### src/rtl/vtf_pkg.sv
package vtf_pkg;

  // Decoded content of one recognized timing sequence.
  typedef struct packed {
    logic hit;  // an X word completed a valid preamble
    logic f;
    logic v;
    logic h;
  } trs_ev_t;

  typedef enum logic {
    HM_SPAN   = 1'b0,
    HM_TRSBIT = 1'b1
  } hmode_e;

  function automatic trs_ev_t make_event(input logic hit, input logic f,
                                         input logic v, input logic h);
    trs_ev_t e;
    e.hit = hit;
    e.f   = hit & f;
    e.v   = hit & v;
    e.h   = hit & h;
    return e;
  endfunction

endpackage

### src/rtl/vtf_trs_detect.sv
module vtf_trs_detect
  import vtf_pkg::*;
#(
  parameter int DW    = 10,
  parameter int F_POS = 8,
  parameter int V_POS = 7,
  parameter int H_POS = 6
) (
  input  logic          clk_i,
  input  logic          rst_ni,
  input  logic [DW-1:0] vid_i,
  output trs_ev_t       ev_q
);

  localparam int PRE_LEN = 3;

  logic [DW-1:0] hist_q [PRE_LEN];
  logic          pre_ok;
  trs_ev_t       ev_d;

  // Oldest history word must be all ones, the two newer ones all zeros.
  function automatic logic preamble_match(input logic [DW-1:0] w_old,
                                          input logic [DW-1:0] w_mid,
                                          input logic [DW-1:0] w_new);
    return (w_old == {DW{1'b1}}) && (w_mid == '0) && (w_new == '0);
  endfunction

  generate
    for (genvar g = 0; g < PRE_LEN; g++) begin : g_hist
      if (g == 0) begin : g_head
        always_ff @(posedge clk_i or negedge rst_ni) begin
          if (!rst_ni) hist_q[0] <= '0;
          else         hist_q[0] <= vid_i;
        end
      end else begin : g_tail
        always_ff @(posedge clk_i or negedge rst_ni) begin
          if (!rst_ni) hist_q[g] <= '0;
          else         hist_q[g] <= hist_q[g-1];
        end
      end
    end
  endgenerate

  assign pre_ok = preamble_match(hist_q[PRE_LEN-1], hist_q[1], hist_q[0]);
  assign ev_d   = make_event(pre_ok, vid_i[F_POS], vid_i[V_POS], vid_i[H_POS]);

  always_ff @(posedge clk_i or negedge rst_ni) begin
    if (!rst_ni) ev_q <= '0;
    else         ev_q <= ev_d;
  end

  // A sequence needs three leading words, so two hits never sit back to back.
  assert_no_adjacent_hit_R2: assert property (@(posedge clk_i) disable iff (!rst_ni)
    ev_q.hit |=> !ev_q.hit);

endmodule

### src/rtl/vtf_align_pipe.sv
module vtf_align_pipe
  import vtf_pkg::*;
#(
  parameter int STAGES = 3
) (
  input  logic    clk_i,
  input  logic    rst_ni,
  input  trs_ev_t ev_i,
  output trs_ev_t ev_o
);

  trs_ev_t st_q [STAGES];

  generate
    for (genvar g = 0; g < STAGES; g++) begin : g_stage
      if (g == 0) begin : g_first
        always_ff @(posedge clk_i or negedge rst_ni) begin
          if (!rst_ni) st_q[0] <= '0;
          else         st_q[0] <= ev_i;
        end
      end else begin : g_next
        always_ff @(posedge clk_i or negedge rst_ni) begin
          if (!rst_ni) st_q[g] <= '0;
          else         st_q[g] <= st_q[g-1];
        end
      end
    end
  endgenerate

  assign ev_o = st_q[STAGES-1];

endmodule

### src/rtl/vtf_flag_gen.sv
module vtf_flag_gen
  import vtf_pkg::*;
(
  input  logic    clk_i,
  input  logic    rst_ni,
  input  hmode_e  hmode_i,
  input  logic    eav_start_i,  // aligned word opens an end-of-active sequence
  input  trs_ev_t al_ev_i,      // event whose X word is the aligned word
  output logic    fld_o,
  output logic    vblank_o,
  output logic    hblank_o,
  output logic    fifo_ld_n_o
);

  logic al_xyz, al_sav;
  logic span_q, span_d;
  logic clr_pend_q;
  logic trsh_q, trsh_d;

  assign al_xyz = al_ev_i.hit;
  assign al_sav = al_ev_i.hit & ~al_ev_i.h;

  // Span form: set by an opening EAV word, cleared the word after a SAV X word.
  function automatic logic next_span(input logic set, input logic cur,
                                     input logic clr);
    return set | (cur & ~clr);
  endfunction

  assign span_d = next_span(eav_start_i, span_q, clr_pend_q);
  assign trsh_d = al_xyz ? al_ev_i.h : trsh_q;

  always_ff @(posedge clk_i or negedge rst_ni) begin
    if (!rst_ni) begin
      span_q      <= 1'b0;
      clr_pend_q  <= 1'b0;
      trsh_q      <= 1'b0;
      fld_o       <= 1'b0;
      vblank_o    <= 1'b0;
      hblank_o    <= 1'b0;
      fifo_ld_n_o <= 1'b1;
    end else begin
      span_q      <= span_d;
      clr_pend_q  <= al_sav;
      trsh_q      <= trsh_d;
      if (al_xyz) begin
        fld_o    <= al_ev_i.f;
        vblank_o <= al_ev_i.v;
      end
      hblank_o    <= (hmode_i == HM_TRSBIT) ? trsh_d : span_d;
      fifo_ld_n_o <= ~al_sav;
    end
  end

  assert_fv_hold_R3: assert property (@(posedge clk_i) disable iff (!rst_ni)
    !al_xyz |=> ($stable(fld_o) && $stable(vblank_o)));

  assert_v_capture_R4: assert property (@(posedge clk_i) disable iff (!rst_ni)
    al_xyz |=> (vblank_o == $past(al_ev_i.v)));

  assert_hbit_follow_R5: assert property (@(posedge clk_i) disable iff (!rst_ni)
    (hmode_i == HM_TRSBIT && al_xyz) |=> (hblank_o == $past(al_ev_i.h)));

  assert_span_rise_R6: assert property (@(posedge clk_i) disable iff (!rst_ni)
    (hmode_i == HM_SPAN && eav_start_i) |=> hblank_o);

  assert_span_fall_R6: assert property (@(posedge clk_i) disable iff (!rst_ni)
    (hmode_i == HM_SPAN && clr_pend_q && !eav_start_i) |=> !hblank_o);

  assert_load_at_sav_R7: assert property (@(posedge clk_i) disable iff (!rst_ni)
    al_sav |=> !fifo_ld_n_o);

  assert_load_one_cycle_R7: assert property (@(posedge clk_i) disable iff (!rst_ni)
    !fifo_ld_n_o |=> fifo_ld_n_o);

endmodule

### src/rtl/vtf_decoder.sv
module vtf_decoder
  import vtf_pkg::*;
#(
  parameter int DW    = 10,
  parameter int F_POS = 8,
  parameter int V_POS = 7,
  parameter int H_POS = 6,
  parameter int LAG   = 4
) (
  input  logic          clk_i,
  input  logic          rst_ni,
  input  logic [DW-1:0] vid_i,
  input  logic          hmode_i,
  output logic          fld_o,
  output logic          vblank_o,
  output logic          hblank_o,
  output logic          fifo_ld_n_o
);

  localparam int PIPE_STAGES = LAG - 1;

  trs_ev_t head_ev;   // X word three words after the aligned word
  trs_ev_t al_ev;     // X word equal to the aligned word
  logic    eav_start;
  hmode_e  hmode;

  assign hmode = hmode_e'(hmode_i);

  vtf_trs_detect #(
    .DW(DW), .F_POS(F_POS), .V_POS(V_POS), .H_POS(H_POS)
  ) u_detect (
    .clk_i (clk_i),
    .rst_ni(rst_ni),
    .vid_i (vid_i),
    .ev_q  (head_ev)
  );

  vtf_align_pipe #(.STAGES(PIPE_STAGES)) u_align (
    .clk_i (clk_i),
    .rst_ni(rst_ni),
    .ev_i  (head_ev),
    .ev_o  (al_ev)
  );

  assign eav_start = head_ev.hit & head_ev.h;

  vtf_flag_gen u_flags (
    .clk_i      (clk_i),
    .rst_ni     (rst_ni),
    .hmode_i    (hmode),
    .eav_start_i(eav_start),
    .al_ev_i    (al_ev),
    .fld_o      (fld_o),
    .vblank_o   (vblank_o),
    .hblank_o   (hblank_o),
    .fifo_ld_n_o(fifo_ld_n_o)
  );

  // Outputs stay at reset values until a full lag of words has passed.
  assert_reset_values_R1: assert property (@(posedge clk_i)
    !rst_ni |=> (!fld_o && !vblank_o && !hblank_o && fifo_ld_n_o));

endmodule

### config.mk
export PLATFORM = sky130hd
export DESIGN_NAME = vtf_decoder
export DESIGN_NICKNAME = d
export VERILOG_FILES = /design/src/rtl/vtf_pkg.sv /design/src/rtl/vtf_trs_detect.sv /design/src/rtl/vtf_align_pipe.sv /design/src/rtl/vtf_flag_gen.sv /design/src/rtl/vtf_decoder.sv
export SDC_FILE = /design/constraint.sdc
export NUM_CORES = 1
export LEC_CHECK = 0
export BUFFER_PORTS_ARGS = -buffer_cell sky130_fd_sc_hd__buf_2
export CORE_ASPECT_RATIO = 1.1
export CORE_MARGIN = 2
export CORE_UTILIZATION = 50
export CTS_CLUSTER_DIAMETER = 60
export DETAILED_ROUTE_END_ITERATION = 12
export PLACE_DENSITY = 0.78
export SLEW_MARGIN = 25
export SYNTH_ARGS = -nofsm -noshare
export SYNTH_HDL_FRONTEND = slang
export SYNTH_SLANG_ARGS = --single-unit
### constraint.sdc
create_clock -name clk_i -period 3.3 [get_ports clk_i]
set_input_delay 0.33 -clock clk_i [delete_from_list [all_inputs] [get_ports clk_i]]
set_output_delay 0.33 -clock clk_i [all_outputs]
set_load 0.01 [all_outputs]
==> impl_metrics.toml, run 1 <==
[setup_path]
cp-start-kind = "flop"
required_ns = 3.56
crit_path_end_kind = "flop"
criticalPathCategory = "flop to flop"
path_depth = 3
path_max_fanout = 4
critPathTopFamily = "simple AND/OR/NAND/NOR gates"
critPathSlowestCell = "or4_4"
path_cells = "or4b_1 > or4_4 > nor4_1"
cp_num_buf_inv = 0
rr_worst_depth = 3
max_stage_delay_ns = 0.52
cp_data_arrival_time_ns = 2.07

[cts]
cts_resized = 0
clk_path_buf_depth = 2
cts_tree = "done"
clock_sinks = 53
post-cts-setup-buffer-count = 0
cts_hold_buf = 0
htree_levels = 2
numCtsBuffers = 5
clk_latency_ns = 0.36
path_clk_slew_ns = 0.12
clockRootBuffer = "clkbuf_4"

[die]
fp-row-count = 20
start_util = 0.533
die_w_um = 56.3
die_area_um2 = 3470
die_h_um = 61.6
core_um2 = 2830
ios = 17

[timing]
hold_viol_final = 0
worst_slew_pin_slew_ns = 0.620
layout_worst_path_cycle_share = 0.550
fin_setup_tns_ns = 0
clock_skew_ns = 0.0111
rsz0062_at_grt = "false"
slew_violations = 0
setup_viol = 0
fin_crit_ns = 1.81
clock.fmax_mhz = 551
relSlewSlack = 0.587

[grt]
grt_use_total = 0.138
grt_pass1_wl_mm = 3.24
grt_max_degree = 54
grt_overflow = 0
first_global_vias = 709
antenna_found_initial = 0

[placed_design]
gp_congestion = 0.713
io_buffers = 16
hpwlAfterDp_mm = 1.31

[cells_and_area]
areaGrowthSynthToFinish_pct = 14.5
drive_gt1_frac = 0.276
n_antenna_cell = 0
multiInputGateArea_um2 = 168
layout.nets = 117
ff_latch_area_um2 = 1330
mostFrequentLayoutCell = "dfrtp_1"
fill_cells = 195
final_cell_mix = "52 x dfrtp_1, 15 x buf_2, 6 x nor4_1"

[pwr]
peakVddDrop_v = 0.000372
p_leak_nw = 0.836
power_density_nw_per_um2 = 612
fin_total_pwr_w = 0.00106

[drt]
via_per_inst = 5.02
drt-pass1-iter-count = 3
drt_iter0_markers = 7
drc = 0
final_antenna_net_count = 0
wl_mm = 1.88
num_vias = 693
avgRoutedWirePerCell_um = 13.6

[logic_synthesis]
syn_area_per_cell_um2 = 18.8
syn_area_um2 = 1510
syn-num-nets = 93
ys_seq_area_frac = 0.881
synth_warnings = 0
synth_cell_types = 13
synth_seq_cells = 53
netlist_instances = 80

[hold_path]
hp-class = "primary input to flop"
hold-path-cell-count = 1

[run]
maxCapViolations = 0

[status]
status = "finished clean"
## flip-flops by register name, indices dropped and copies added (netlist names)
name,flops
u_align.ev_o,4
u_align.st_q,8
u_detect.ev_q,4
u_detect.hist_q,30
u_flags.clr_pend_q,1
u_flags.fifo_ld_n_o,1
u_flags.fld_o,1
u_flags.hblank_o,1
u_flags.span_q,1
u_flags.trsh_q,1
u_flags.vblank_o,1
## area by class of cell
class / count / area share
clock buffer: 7 / 0.0319
inverter: 3 / 0.00653
sequential: 53 / 0.769
tap: 33 / 0.0239
multi-input combinational: 24 / 0.0972
timing repair buffer: 17 / 0.0537
clock inverter: 1 / 0.0174
## cells in the mapped netlist
master / instances / area [um^2]
dfrtp_1: 52 / 1300
nor2b_1: 1 / 6.26
inv_1: 3 / 11.3
nand2b_1: 1 / 6.26
or4b_1: 1 / 10.0
or4_4: 1 / 11.3
dfstp_2: 1 / 26.3
nor4_1: 6 / 37.5
o21ai_0: 1 / 5.00
nand2_1: 5 / 18.8
or4_1: 2 / 15.0
nand4_1: 2 / 12.5
mux2_2: 4 / 45.0
## worst reg2reg max path, cell delays in order, from the launching register on
cell	delay, ns
dfrtp_1	0.39
or4b_1	0.51
or4_4	0.52
nor4_1	0.30
## power breakdown
part	leakage (nW)	internal [W]	switching, W
Sequential	0.668	0.000668	0.00000775
Clock	0.0455	0.000181	0.000174
Combinational	0.123	0.00000814	0.0000160
## worst paths after layout
path                                     start                  end  slack, ns
max in group asynchronous               rst_ni     u_detect.ev_q[1]       2.37
min in group asynchronous               rst_ni      u_align.st_q[6]       0.51
hold reg to reg                u_align.st_q[7]      u_align.ev_o[3]       0.36
hold / removal                        vid_i[4]  u_detect.hist_q[24]       0.08
setup / recovery           u_detect.hist_q[22]     u_detect.ev_q[1]       1.49
setup reg to reg           u_detect.hist_q[22]     u_detect.ev_q[1]       1.49
## per-stage QoR
step | instance area, um^2 | worst slack, ns | utilization | hold WS, ns | instances
after CTS | 1710 | 1.47 | 0.606 | 0.0488 | 137
after floorplan | 1510 | 1.60 | - | 0.0344 | 80
final | 1730 | 1.49 | 0.610 | 0.0755 | 138
after detailed placement | 1630 | 1.50 | 0.576 | 0.336 | 129
after global placement | 1630 | 1.56 | 0.576 | 0.332 | 129
after global routing | 1730 | 1.37 | 0.610 | 0.0323 | 138
## cell families after synthesis
group | synth area share
AND/OR/NAND/NOR | 0.0781
multiplexers | 0.0299
buffers and inverters | 0.00747
AO/OA/AOI/OAI | 0.00332
flip-flops | 0.881
## per-layer routing
layer,track usage,part of all wire
met3,0.0567,0.053
met2,0.229,0.52
met4,0.0884,0.020
met1,0.151,0.40
met5,0,0
Note: power is estimated with default switching activity, not from simulation.
==> inputs of run 2 (changes only) <==
--- a/config.mk
+++ b/config.mk
@@ -8,10 +8,10 @@
 export BUFFER_PORTS_ARGS = -buffer_cell sky130_fd_sc_hd__buf_2
 export CORE_ASPECT_RATIO = 1.1
 export CORE_MARGIN = 2
-export CORE_UTILIZATION = 50
+export CORE_UTILIZATION = 49
 export CTS_CLUSTER_DIAMETER = 60
 export DETAILED_ROUTE_END_ITERATION = 12
-export PLACE_DENSITY = 0.78
+export PLACE_DENSITY = 0.79
 export SLEW_MARGIN = 25
 export SYNTH_ARGS = -nofsm -noshare
 export SYNTH_HDL_FRONTEND = slang
==> constraint.sdc (replaced) <==
create_clock -name clk_i -period 1.6 [get_ports clk_i]
set_input_delay 0.16 -clock clk_i [delete_from_list [all_inputs] [get_ports clk_i]]
set_output_delay 0.16 -clock clk_i [all_outputs]
set_load 0.01 [all_outputs]
==> run 2 against run 1 <==
Compared with the run above:
- the run now ends with negative setup slack left
- total power grew 110%
- sequential power up 110%
- sequential cell count unchanged
- clock-buffer cell count stayed put
- clock skew shrank 0.0038 ns
- die area grew 1.9%
- clock power up 110%
- register-to-register slack worse by 1.6 ns
==> impl_metrics.toml, run 2 (synthesized netlist as in run 1, its figures left out) <==
[status]
status = "complete, but fails checks"
violations = "negative setup slack"

[timing]
fin_setup_tns_ns = -0.482
fin_crit_ns = 1.75
relSlewSlack = 0.725
hold_viol_final = 0
whs_ns = 0.0638
rsz0062_at_grt = "true"
clock_skew_ns = 0.00722
worst_slack_ns = -0.155
layout_worst_path_cycle_share = 1.10
slew_violations = 0
setup_viol = 4
clock.fmax_mhz = 570
worst_slew_pin_slew_ns = 0.413

[cells_and_area]
top_regs = "u_detect.hist_q x30, u_align.st_q x8"
n_antenna_cell = 0
largest_register_ffs = 30
final_cell_mix = "52 x dfrtp_1, 16 x buf_2, 11 x dlygate4sd3_1"
areaGrowthSynthToFinish_pct = 24.3
stdcell_area_um2 = 1870
mostFrequentLayoutCell = "dfrtp_1"
drive_gt1_frac = 0.299
layout.nets = 129
regMostFlops = "u_detect.hist_q"
finalNonFillerCells = 151

[grt]
gr-usage-met3 = 0.0708
grt_use_met2 = 0.282
antenna_found_initial = 0
grt_use_total = 0.161
grt_overflow = 0
global_route.peak_usage_layer = "met2"
first_global_vias = 866
grt_pass1_wl_mm = 3.95
grt_max_degree = 23
met1_usage = 0.155

[run]
maxCapViolations = 0

[setup_path]
crit_path_end_kind = "flop"
cp_num_buf_inv = 0
path_max_fanout = 4
critPathSlowestCell = "or4_4"
cp_data_arrival_time_ns = 2.02
criticalPathCategory = "flop to flop"
critPathTopFamily = "simple AND/OR/NAND/NOR gates"
path_cells = "or4b_1 > or4_4 > nor4_2"
required_ns = 1.86
max_stage_delay_ns = 0.55
cp-start-kind = "flop"

[die]
ios = 17
start_util = 0.503
die_w_um = 56.9
fp-row-count = 21
die_h_um = 62.2
die_area_um2 = 3530
core_um2 = 3000

[drt]
final_antenna_net_count = 0
wl_mm = 2.36
num_vias = 772
drt-pass1-iter-count = 2
drc = 0
avgRoutedWirePerCell_um = 15.7
drt_iter0_markers = 14
via_per_inst = 5.11

[pwr]
p_leak_nw = 0.900
power_density_nw_per_um2 = 1180
peakVddDrop_v = 0.000889

[cts]
post-cts-setup-buffer-count = 0
htree_levels = 2
numCtsBuffers = 5
clk_path_buf_depth = 2
clockRootBuffer = "clkbuf_4"
path_clk_slew_ns = 0.13
cts_tree = "done"
clock_sinks = 53
clk_latency_ns = 0.35

[placed_design]
io_buffers = 16
gp_congestion = 0.792
place_inst = 132
place_area_um2 = 1640
hpwlAfterDp_mm = 1.53
pre_cts_ws_ns = -0.152

[hold_path]
hp-class = "primary input to flop"
[run 2: what timing repair did]
item | 4_1_cts | 5_1_grt
hold buffers | 11 | 0
gates resized for setup | 4 | 1
endpoints found under the setup margin | 4 | 4
pin swaps | 0 | 1
endpoints found under the hold margin | 27 | 0
[run 2: worst paths after layout]
| kind | startpoint | to | slack, ns | depth (start not counted) |
|---|---|---|---|---|
| worst min register to register | u_align.st_q[7] | u_align.ev_o[3] | 0.37 | 0 |
| min in group asynchronous | rst_ni | u_detect.hist_q[14] | 0.26 | 2 |
| worst min-delay path | hmode_i | u_flags.hblank_o | 0.06 | 2 |
| worst max-delay path | u_detect.hist_q[28] | u_detect.ev_q[3] | -0.15 | 3 |
| worst max register to register | u_detect.hist_q[28] | u_detect.ev_q[3] | -0.15 | 3 |
| max in group asynchronous | rst_ni | u_flags.fifo_ld_n_o | 0.74 | 3 |
[run 2: area by class of cell]
cell class | instances | area, um^2
clock inverter | 1 | 30.0
multi-input combinational | 24 | 201
fill | 231 | 1120
tap | 34 | 42.5
clock buffer | 7 | 55.1
sequential | 53 | 1330
timing repair buffer | 29 | 205
inverter | 3 | 11.3
[run 2: worst reg2reg max path: stages (launching register included)]
cell and delay [ns]:
dfrtp_1 0.40, or4b_1 0.51, or4_4 0.55, nor4_2 0.22
[run 2: routing by layer]
metal  wire length (um)  up-vias
li1                   -      344
met1                801      394
met2               1380       26
met3                107        8
met4                 75        0
met5                  0        -
[run 2: where the power goes]
group / internal, W / switching (W)
sequential: 0.00138 / 0.0000178
combinational: 0.0000353 / 0.0000407
clock: 0.000374 / 0.000359
total: 0.00179 / 0.000418
[run 2: stage by stage]
step / power (W) / util
after floorplan: 0.00142 / -
after global placement: 0.00147 / 0.549
after detailed placement: 0.00148 / 0.549
after CTS: 0.00223 / 0.622
after global routing: 0.00233 / 0.625
final: 0.00220 / 0.625
